File: src/rtl/nibble_addr_reg.sv
module nibble_addr_reg #(
  parameter int NIB_W = 4,
  parameter int OP_W  = 3
) (
  input  logic                      clk,
  input  logic                      rst,
  input  logic                      fetch_en,
  input  logic                      load_en,
  input  logic [NIB_W+OP_W:0]       instr_in,
  output logic [3*NIB_W-1:0]        addr_out,
  output logic [OP_W-1:0]           op_out,
  output logic                      sel_out
);
  localparam int INSTR_W = NIB_W + OP_W + 1;
  localparam int SECS    = 3;
  localparam int ADDR_W  = SECS * NIB_W;
  localparam logic [OP_W-1:0] OP_LOW  = '0;
  localparam logic [OP_W-1:0] OP_SECT = OP_W'(1);

  logic [INSTR_W-1:0] ir_q;
  logic [ADDR_W-1:0]  addr_q;
  logic [NIB_W-1:0]   nib;
  logic [SECS-1:0]    sec_we;

  always_ff @(posedge clk) begin
    if (rst)           ir_q <= '0;
    else if (fetch_en) ir_q <= instr_in;
  end

  assign nib     = ir_q[NIB_W-1:0];
  assign sel_out = ir_q[NIB_W];
  assign op_out  = ir_q[INSTR_W-1 -: OP_W];

  genvar k;
  generate
    for (k = 0; k < SECS; k++) begin : g_sec
      if (k == 0) begin : g_low
        assign sec_we[k] = load_en && (op_out == OP_LOW);
      end else begin : g_up
        localparam logic SEL_VAL = 1'(k - 1);
        assign sec_we[k] = load_en && (op_out == OP_SECT) && (sel_out == SEL_VAL);
      end

      always_ff @(posedge clk) begin
        if (rst)            addr_q[k*NIB_W +: NIB_W] <= '0;
        else if (sec_we[k]) addr_q[k*NIB_W +: NIB_W] <= nib;
      end
    end
  endgenerate

  assign addr_out = addr_q;
endmodule


File: config.mk
export PLATFORM = sky130hd
export DESIGN_NAME = nibble_addr_reg
export DESIGN_NICKNAME = d
export VERILOG_FILES = /design/src/rtl/nibble_addr_reg.sv
export SDC_FILE = /design/constraint.sdc
export NUM_CORES = 1
export LEC_CHECK = 0
export BUFFER_PORTS_ARGS = -buffer_cell sky130_fd_sc_hd__buf_2
export CORE_MARGIN = 2
export CORE_UTILIZATION = 40
export CTS_CLUSTER_SIZE = 8
export DETAILED_ROUTE_END_ITERATION = 10
export PLACE_DENSITY = 0.69
export SLEW_MARGIN = 10
export SYNTH_ARGS = -nofsm -noshare
export SYNTH_HDL_FRONTEND = slang
export SYNTH_SLANG_ARGS = --single-unit
export TNS_END_PERCENT = 10
File: constraint.sdc
create_clock -name clk -period 1.31 [get_ports clk]
set_input_delay 0.131 -clock clk [delete_from_list [all_inputs] [get_ports clk]]
set_output_delay 0.131 -clock clk [all_outputs]
set_load 0.005 [all_outputs]
==> out/qor.csv <==
metric,value,unit
Synth Area in Adders,0,
drt drc,0,
Clock Latency Late Sink,290,ps
TritonCTS buffer count,3,
DR WL/cell,11.5,um
H-tree levels,1,
most frequent cells in the layout,"buf_2, mux2i_1, dfxtp_1, nor2_1, nand2b_1",
RSZ-0062 raised after global routing,true,
routed via count,581,
min Tclk post-route,1250,ps
Synth Area in Simple Gates,0.196,
first-pass GRT wire length,2.34,mm
warnings from Yosys,0,
Critical Path End Type,flip-flop,
Post-Synth XOR/XNOR Area,0,
setup TNS,0,ps
Final Cell Area,987,um2
fin nets,115,
Sink Count,20,
CTS tree,built,
row count,16,
total power,1040,uW
I/O Pins,28,
endpoints failing setup,0,
Max Cap Violations,0,
syn avg cell area,10.6,um2
clock buffer depth,2,
worst setup margin,56.2,ps
hold buffer count at cts,0,
post-cts sizing count,0,
die width,48.6,um
CP cell instances,nand3b_1 > or3b_4 > mux2i_1,
top-area cell type share of the netlist area,0.502,
Critical Path RT,1500,ps
worst-path fanout max,4,
post-synthesis cell type count,12,
Die Ht,48.6,um
Fillers,193,
relative slew slack,0.773,
DP HPWL,1.08,mm
Worst Hold Class,in -> reg,
run status,completed,
initial DRC count,7,
"commonest non-fill, non-tap cell in the layout",buf_2,
dpl ws,56.4,ps
Core ar.,1920,um2
startpoint types,flip-flop,
Final Cycle Share,0.957,
GPL Wtd Cong,0.680,
Synth area leaders,"dfxtp_1, mux2i_1, nand2b_1",
slowest CP cell,or3b_4,
WP data arrival,1440,ps
# port buffers,27,
post-synthesis sequential area ratio,0.502,
Fmax,0.798,GHz
gr usage total,0.125,
Power per Cell Area,1050,nW/um2
initial antenna violation count,0,
P_leak,0.000484,uW
share of layout cells above drive strength 1,0.366,
synthesized area,797,um2
Area after DPL,948,um2
"Largest stage delay, worst path",450,ps
Max Slew Vio Count,0,
total wire length,1.47,mm
synthesis-to-layout area growth,23.9,%
Syn Inst Count,75,
Seq cells post-synth,20,
fin cells,128,
pin slew with the least headroom to its limit,341,ps
number of global-route vias before repair,525,
hold path startpoint,instr_in[6],
mux share of post-synthesis cell area,0.251,
cell taking the most area after synthesis,dfxtp_1,
root buffer cell,clkbuf_4,
Vias/cell,4.54,
post-CTS setup buffer count,0,
dpl cells,125,
Clock Skew,0.746,ps
grt ovf,0,
Worst VDD drop,0.709,mV
reg-to-reg startpoint,ir_q[5],
main combinational cell family by area after synthesis,multiplexers,
remaining antenna violation count after routing,0,
compound-cell area share of the yosys netlist,0,
First-pass DRT Iterations,4,
largest net degree at the start of global routing,25,
crit path from,ir_q[5],
Final Hold Vio Count,0,
clock slew at reported path FFs,100,ps
initial core utilization,0.415,
CP Class,reg -> reg,
die area,2370,um2
Syn Nets,87,
Inserted Diodes,0,
==> state kept, by name (all words and copies together), names as in the netlist <==
name and cells:
addr_out 12, ir_q 8
==> critical path, delay by kind of cell (launching register included) <==
family           cells  cell delay [ps]
AND/OR/NAND/NOR      2              580
flip-flops           1              440
multiplexers         1              130
==> cell type report <==
class                      instances  area (um2)  share of cell area
multi-input combinational         48         372               0.376
tap                               27        33.8              0.0342
sequential                        20         402               0.407
timing repair buffer              30         158               0.160
clock buffer                       3        22.5              0.0228
==> report_power, final <==
group          total, uW  internal [uW]  switching (uW)  leakage, uW
combinational        115           64.2            50.6     0.000307
clock                279            107             172    0.0000138
sequential           646            628            17.2     0.000163
==> final timing paths <==
kind | slack [ps] | cells past startpoint | end
worst max-delay path | 60 | 3 | addr_out[11]
worst min-delay path | 70 | 3 | ir_q[6]
worst max register to register | 60 | 3 | addr_out[11]
worst min register to register | 470 | 2 | addr_out[5]
==> stage by stage <==
step	utilization	hold slack, ps
5_1_grt	0.514	81.3
3_5_place_dp	0.493	377
2_1_floorplan	-	278
3_3_place_gp	0.493	363
6_report	0.514	70.9
4_1_cts	0.505	64.4
==> synthesized netlist by cell type <==
cell	count
nand3b_1	1
nor4b_2	1
nor2_1	12
clkbuf_1	2
nand2b_1	12
clkbuf_2	1
mux2i_1	20
buf_4	3
dfxtp_1	20
buf_2	1
nor3_1	1
or3b_1	1
==> cells by family after synthesis <==
family	count (synthesis)
buffers and inverters	7
DFF	20
muxes	20
and+or+nand+nor	28
==> metal layers <==
metal | track usage | routed length (um) | vias to the layer above | share of wire
li1 | - | - | 301 | -
met1 | 0.158 | 716 | 264 | 0.49
met2 | 0.189 | 661 | 16 | 0.45
met3 | 0.0463 | 93 | 0 | 0.063
met4 | 0.0571 | 0 | 0 | 0
met5 | 0 | 0 | - | 0
No activity file was read; power rests on OpenSTA's default activity.
